[src/rtl/flags_pkg.sv]
package flags_pkg;
    localparam int ID_W    = 3;
    localparam int USED_W  = 13;
    localparam int B_IE    = 3;
    localparam int B_ZERO  = 4;
    localparam int B_OVF   = 5;
    localparam int B_CARRY = 6;
    localparam int B_PAR   = 7;
    localparam int B_NEG   = 8;
    localparam int B_NAN   = 9;
    localparam int B_INF   = 10;
    localparam int B_USER  = 11;
    localparam int B_MAP   = 12;

    typedef enum logic [0:0] {
        RING_SYS = 1'b0,
        RING_USR = 1'b1
    } ring_state_t;
endpackage

[src/rtl/flags_int_eval.sv]
module flags_int_eval #(
    parameter int DATA_W = 32
) (
    input  logic [DATA_W-1:0] result,
    output logic              is_zero,
    output logic              is_neg,
    output logic              low_bit
);
    always_comb begin
        is_zero = (result == '0);
        is_neg  = result[DATA_W-1];
        low_bit = result[0];
    end
endmodule

[src/rtl/flags_ring_fsm.sv]
module flags_ring_fsm
    import flags_pkg::*;
(
    input  logic clk,
    input  logic rst_n,
    input  logic sys_enter_user,
    input  logic irq_take,
    output logic user_mode
);
    ring_state_t state_q, state_d;

    always_comb begin
        state_d = state_q;
        unique case (state_q)
            RING_SYS: if (sys_enter_user && !irq_take) state_d = RING_USR;
            RING_USR: if (irq_take) state_d = RING_SYS;
            default:  state_d = RING_SYS;
        endcase
    end

    always_ff @(posedge clk) begin
        if (!rst_n) state_q <= RING_SYS;
        else        state_q <= state_d;
    end

    always_comb begin
        user_mode = (state_q == RING_USR);
    end
endmodule

[src/rtl/flags_unit.sv]
module flags_unit
    import flags_pkg::*;
#(
    parameter int WORD_W = 32
) (
    input  logic              clk,
    input  logic              rst_n,
    input  logic              int_valid,
    input  logic [WORD_W-1:0] int_result,
    input  logic              int_carry,
    input  logic              int_ovf,
    input  logic              fp_valid,
    input  logic              fp_nan,
    input  logic              fp_inf,
    input  logic              wr_valid,
    input  logic [WORD_W-1:0] wr_data,
    input  logic              irq_take,
    input  logic [ID_W-1:0]   irq_id,
    output logic [WORD_W-1:0] flag_word,
    output logic [ID_W-1:0]   flag_irq_id,
    output logic              flag_irq_en,
    output logic              flag_zero,
    output logic              flag_ovf,
    output logic              flag_carry,
    output logic              flag_par,
    output logic              flag_neg,
    output logic              flag_nan,
    output logic              flag_inf,
    output logic              flag_user,
    output logic              flag_map,
    output logic              priv_fault
);
    localparam int RSVD_W = WORD_W - USED_W;

    logic [ID_W-1:0] id_q;
    logic ie_q, z_q, v_q, c_q, p_q, n_q, nan_q, inf_q, map_q, fault_q;
    logic ev_zero, ev_neg, ev_low;
    logic user_mode, sys_wr, usr_wr;

    flags_int_eval #(.DATA_W(WORD_W)) u_eval (
        .result  (int_result),
        .is_zero (ev_zero),
        .is_neg  (ev_neg),
        .low_bit (ev_low)
    );

    always_comb begin
        sys_wr = wr_valid && !user_mode;
        usr_wr = wr_valid &&  user_mode;
    end

    flags_ring_fsm u_ring (
        .clk            (clk),
        .rst_n          (rst_n),
        .sys_enter_user (sys_wr && wr_data[B_USER]),
        .irq_take       (irq_take),
        .user_mode      (user_mode)
    );

    always_ff @(posedge clk) begin
        if (!rst_n) begin
            id_q <= '0; ie_q <= 1'b0; z_q <= 1'b0; v_q <= 1'b0; c_q <= 1'b0;
            p_q <= 1'b0; n_q <= 1'b0; nan_q <= 1'b0; inf_q <= 1'b0;
            map_q <= 1'b0; fault_q <= 1'b0;
        end else begin
            if (sys_wr) begin
                id_q  <= wr_data[ID_W-1:0];
                ie_q  <= wr_data[B_IE];
                z_q   <= wr_data[B_ZERO];
                v_q   <= wr_data[B_OVF];
                c_q   <= wr_data[B_CARRY];
                p_q   <= wr_data[B_PAR];
                n_q   <= wr_data[B_NEG];
                nan_q <= wr_data[B_NAN];
                inf_q <= wr_data[B_INF];
                map_q <= wr_data[B_MAP];
            end
            if (int_valid) begin
                z_q <= ev_zero;
                v_q <= int_ovf;
                c_q <= int_carry;
                p_q <= ev_low;
                n_q <= ev_neg;
            end
            if (fp_valid) begin
                nan_q <= fp_nan;
                inf_q <= fp_inf;
            end
            if (irq_take) id_q <= irq_id;
            fault_q <= usr_wr;
        end
    end

    always_comb begin
        flag_word = {{RSVD_W{1'b0}}, map_q, user_mode, inf_q, nan_q, n_q,
                     p_q, c_q, v_q, z_q, ie_q, id_q};
        flag_irq_id = id_q;
        flag_irq_en = ie_q;
        flag_zero   = z_q;
        flag_ovf    = v_q;
        flag_carry  = c_q;
        flag_par    = p_q;
        flag_neg    = n_q;
        flag_nan    = nan_q;
        flag_inf    = inf_q;
        flag_user   = user_mode;
        flag_map    = map_q;
        priv_fault  = fault_q;
    end
endmodule

[config.mk]
export PLATFORM = sky130hd
export DESIGN_NAME = flags_unit
export DESIGN_NICKNAME = d
export VERILOG_FILES = /design/src/rtl/flags_pkg.sv /design/src/rtl/flags_int_eval.sv /design/src/rtl/flags_ring_fsm.sv /design/src/rtl/flags_unit.sv
export SDC_FILE = /design/constraint.sdc
export NUM_CORES = 1
export LEC_CHECK = 0
export CORE_MARGIN = 4
export CORE_UTILIZATION = 28
export CTS_BUF_LIST = sky130_fd_sc_hd__clkbuf_4
export DETAILED_ROUTE_END_ITERATION = 16
export PLACE_DENSITY = 0.89
export SYNTH_ARGS = -nofsm -noshare
export SYNTH_HDL_FRONTEND = slang
export SYNTH_HIERARCHICAL = 1
export SYNTH_SLANG_ARGS = --single-unit
[constraint.sdc]
create_clock -name clk -period 2.9 [get_ports clk]
set_input_delay 0.29 -clock clk [delete_from_list [all_inputs] [get_ports clk]]
set_output_delay 0.29 -clock clk [all_outputs]
set_load 0.005 [all_outputs]
[Word level (Yosys, flattened, before mapping)]
Index checks and enable logic that the tools add are counted.
Word-level totals
  bits in registers: 14
Operators by class
  mux-type cells: 19
  bitwise logic cells: 1
  reductions and logical operators: 10
Operator list (count)
  logical NOT 32 bit: 1
  2-to-1 mux 1 bit: 16
  2-to-1 mux 3 bit: 2
  nonzero test 2 bit: 3
  logical AND 1 bit: 4
  logical NOT 1 bit: 2
  one-hot mux 1 bit (2 select lines): 1
  inverter 1 bit: 1

[Longest topological paths before layout]
  word-level depth: 6
  depth in mapped cells: 6
  depth with buffers taken out: 5

[Hierarchy]
The synthesis kept the hierarchy.
Modules (own cells, without submodules)
  flags_unit: times used 1, area each 812.0 um2, cells an instance 89
  flags_int_eval: times used 1, area each 87.6 um2, cells an instance 13
  flags_ring_fsm: times used 1, area each 36.3 um2, cells an instance 3

[Worst setup path before layout]
No wires, ideal clock.
  path type: reg2reg
  start point: register u_ring.state_q, in the netlist u_ring/user_mode
  end point: register u_ring.state_q, in the netlist u_ring/user_mode
  setup slack: 1736 ps
  arrival: 1048 ps
  period minus slack after synthesis: 1164 ps
  data required time: 2784 ps
  cell stages (with the launch flop): 7
  cell sequence: dfxtp_1 > nor2b_4 > buf_6 > buf_12 > and2_2 > nor2_1 > nor3b_2
Between the ends
  word-level cells in the longest chain between the ends: 6
  elaborated cells between the ends (all ways): 7
RTL lines
  start: declaration: line flags_ring_fsm.sv:10  | ring_state_t state_q, state_d;
  start signal: assignment: line flags_ring_fsm.sv:23  | else state_q <= state_d;
  logical NOT 1 bit: line flags_unit.sv:48  | sys_wr = wr_valid && !user_mode;
  logical AND 1 bit: line flags_unit.sv:48
  logical AND 1 bit: line flags_unit.sv:55  | .sys_enter_user (sys_wr && wr_data[B_USER]),
  logical AND 1 bit: line flags_ring_fsm.sv:15  | RING_SYS: if (sys_enter_user && !irq_take) state_d = RING_USR;
  2-to-1 mux 1 bit: line flags_ring_fsm.sv:15
  one-hot mux 1 bit (2 select lines) (*): line flags_ring_fsm.sv:14  | unique case (state_q)
Mark *: on every way between the ends. The rest lies on a longest branch, timed or not.
A chain may end at the register's enable or synchronous reset.

[Worst setup path in the final report]
  start point: register u_ring.state_q, in the netlist u_ring/user_mode
  end point: output flag_word[11]
RTL lines
  end: declaration: line flags_unit.sv:19  | output logic [WORD_W-1:0] flag_word,
No word-level cell between the ends.

==> results by stage <==
Outcome:
- The flow ran to the end, and the final reports show no timing, DRC or antenna violations.

GRT:
- For this run, the total global-route usage over all layers was measured as 11.8%.
- Entering global routing, the biggest net connects 15 pins.
- The via count of the first global-routing pass is 886.
- The global-route wire length before repair is 3870 um.
- The initial antenna violation count is 0.
- Summed over all layers, the global routing overflow is 0.

Synthesis:
- Of the synthesized area, sequential elements account for 29.9%.
- The cell count after synthesis came out at 105.
- The commonest cells after synthesis are 34 x buf_4, 14 x dfxtp_1, 12 x mux2i_1.
- The number of enable flip-flop cells after synthesis is 0.
- The share of the synthesized area in the top cell type is 29.9%.
- The biggest area contributor in the post-synthesis netlist is dfxtp_1.
- The fraction of registers with async set or reset after synthesis is 0%.
- The synthesized netlist occupies a cell area of 936 um^2.
- The synthesized design contains 14 register bits.
- Among all flip-flop cells after synthesis, the most frequent one is dfxtp_1.
- By area the synthesized netlist is led by dfxtp_1 30%, buf_4 27%, mux2i_1 13%, a21oi_1 5.3%, o21ai_0 5.3%.
- A synthesized cell averages 8.91 um^2.
- The library cell with the highest instance count after synthesis is buf_4.
- For this run, the number of Yosys warnings is 6.
- After synthesis, the netlist uses 20 different library cells.

Pwr:
- Power comes to 0.501 mW.
- Summed over all cells, the static leakage comes to 0.648 nW.
- The maximum vdd drop is 127 uV.
- The power density normalized to cell area is 306 nW/um^2.

Drt:
- The initial detailed-routing violation count is 27.
- In this run the remaining antenna-violating nets after routing total 0.
- The DRC violation count after routing is 0.
- The detailed-routing iteration count for the pre-antenna-repair pass is 4.
- After detailed routing, the number of vias per cell comes to 4.21.
- The detail-routed net length per standard cell is 12.1 um.
- Wires add up to 2640 um.
- The vias after detailed routing is 918.

Worst setup path:
- The worst register-to-register path ends at u_ring/user_mode.
- For flop-to-flop paths, the worst setup slack is 1600 ps.
- The slowest stage of the critical path is the clkdlybuf4s50_1 cell.
- The top fanout value on the critical path is 5.
- The largest incremental delay on the critical path is 550 ps.
- The worst setup path is captured at an output port.
- The number of buffer and inverter instances along the worst setup path is 1.
- The critical path is of the reg2out type.
- The signal on the critical path passes through clkdlybuf4s50_1.
- Grouping stages by cell kind, the critical path spends the most delay in buffers and inverters.
- STA classifies the critical path startpoint as a flip-flop.
- For the worst setup path, the data required time is 2610 ps.
- In this run the critical register-to-register path is launched from u_ring/user_mode.
- For the worst setup path, the data arrival time is 1280 ps.
- The worst reg-to-reg path cell count is 4.

Min path:
- The type of the worst min-delay path is reg2reg.
- The end point of the most critical hold path is flag_map.
- The startpoint of the most critical hold path is flag_map.
- Counting instances, the worst hold path has a depth of 2.

Floorplanning:
- The cell row count is 20.
- The die covers 4330 um^2.
- For this design the top-level I/O count stands at 123.
- The x dimension of the die is 65.8 um.
- The height of the die is 65.8 um.
- The region available for standard cell placement spans 3130 um^2.
- The initial standard-cell utilization of the core is 29.9%.

Cells and area:
- The share of final-layout standard cells stronger than drive strength 1 is 4.60%.
- The number of inserted diodes is 0.
- The filler-free cell count of the finished design is 218.
- The number of nets in the finished design is 252.
- Relative to the synthesized area, the layout overhead comes to 74.7%.
- Measured on the finished design, the core utilization comes to 52.3%.

Place:
- The half-perimeter wire length after placement is 2330 um.
- The total placed cells including tap cells is 214.
- The routability-driven placement congestion ratio is 0.699.
- The count of input and output buffers is 84.

Clock network:
- For the worst-skew pair, the clock arrives at the later sink with an insertion delay of 280 ps.
- TritonCTS built the clock tree.
- Once the clock tree was built, the resizer swapped 0 gates to a different size.
- The tree is rooted in a clkbuf_4.
- The clock buffer count from CTS is 3.
- The CTS clock-pin slew for the worst setup and hold paths is 80 ps.
- The level count of the clock H-tree is 1.
- The number of buffers between clock root and the deepest sink is 2.
- The post-CTS setup buffer count is 0.
- Clock tree synthesis found a total of 14 sinks.
- After clock tree synthesis, the flow added hold-fix buffers numbering 0.

STA:
- After layout, the minimum clock period comes to 1570 ps.
- The total count of hold-check failures in the final report was 0.
- On the final layout, the worst clock skew is 1.31 ps.
- The total negative slack for setup checks is 0 ps.
- Timing would allow up to 638 MHz.
- The max-slew violation count is 0.
- Hold timing on the final database bottoms out at a slack of 564 ps.
- The number of endpoints failing setup at the final stage is 0.
- Setup repair after global routing left no endpoint under its margin.
- The final critical path takes up 54.0% of the cycle.

Job:
- Max-cap violations in this run came to 0.
[worst max path at each step]
stage	from	to	slack (ps)	depth (start not counted)
2_1_floorplan	u_ring/user_mode	u_ring/user_mode	1740	6
3_3_place_gp	wr_valid	u_ring/user_mode	1230	5
3_5_place_dp	wr_valid	u_ring/user_mode	1180	5
4_1_cts	u_ring/user_mode	flag_word[11]	1310	1
5_1_grt	u_ring/user_mode	flag_word[11]	1270	1
6_report	u_ring/user_mode	flag_word[11]	1330	1
[area by class of cell]
type                    count  area [um^2]
fillers                   292         1490
clock inverters             1         3.75
multi-input cells          69          422
repair buffers             84          841
clock buffers               3         22.5
flip-flops and latches     14          280
well taps                  44         55.1
inverters                   3         11.3
[registers in the layout, indices dropped and copies added (netlist names)]
register,count
flag_map,1
flag_neg,1
flag_par,1
flag_ovf,1
flag_zero,1
flag_nan,1
u_ring/user_mode,1
flag_inf,1
flag_carry,1
priv_fault,1
flag_irq_id,3
flag_irq_en,1
[cell families (layout without fill, tap and decap cells)]
logic type | after synthesis | count (layout) | share of synthesized area [%]
compound gates | 20 | 20 | 10.7
buf+inv | 40 | 91 | 32.2
flops | 14 | 14 | 29.9
mux | 12 | 12 | 12.8
other cells | 1 | 19 | 0.401
simple gates | 18 | 18 | 13.9
[report_power, final]
| part | internal (mW) | leakage, nW | switching [mW] |
|---|---|---|---|
| combinational | 0.125 | 0.517 | 0.0500 |
| clock | 0.0500 | 0.0154 | 0.0608 |
| sequential | 0.205 | 0.116 | 0.0103 |
| total | 0.380 | 0.648 | 0.121 |
[metal layers]
| layer | part of all wire (%) | GRT usage [%] | up-vias |
|---|---|---|---|
| met3 | 11 | 1.87 | 4 |
| met2 | 54 | 24.0 | 65 |
| met1 | 33 | 10.6 | 401 |
| li1 | - | - | 448 |
| met5 | 0 | 0 | - |
| met4 | 2.1 | 6.99 | 0 |
[metrics by stage]
step / area (um^2) / worst slack, ps
floorplan: 1000 / 1740
global placement: 1610 / 1230
detailed placement: 1610 / 1180
CTS: 1640 / 1310
global route: 1640 / 1270
finish: 1640 / 1330
[layout by cell type (no fill, tap or decap)]
master            n
and2_2            1
clkinv_1          2
mux2i_1          12
clkbuf_4          3
nor4_2            1
and3_2            1
nand4_1           2
conb_1           19
nor4_1            7
a21oi_1          10
nor2b_4           1
nor2_1            2
nor3b_2           1
nor2b_1           2
dfxtp_1          14
inv_1             2
o21ai_0          10
clkdlybuf4s50_1  84
[worst register-to-register path, stage by stage, from the launching register on]
cell and delay (ps):
dfxtp_1 370, nor2b_4 420, and2_2 220, nor2_1 40
nor3b_2 170
No activity file was read; power rests on OpenSTA's default activity.
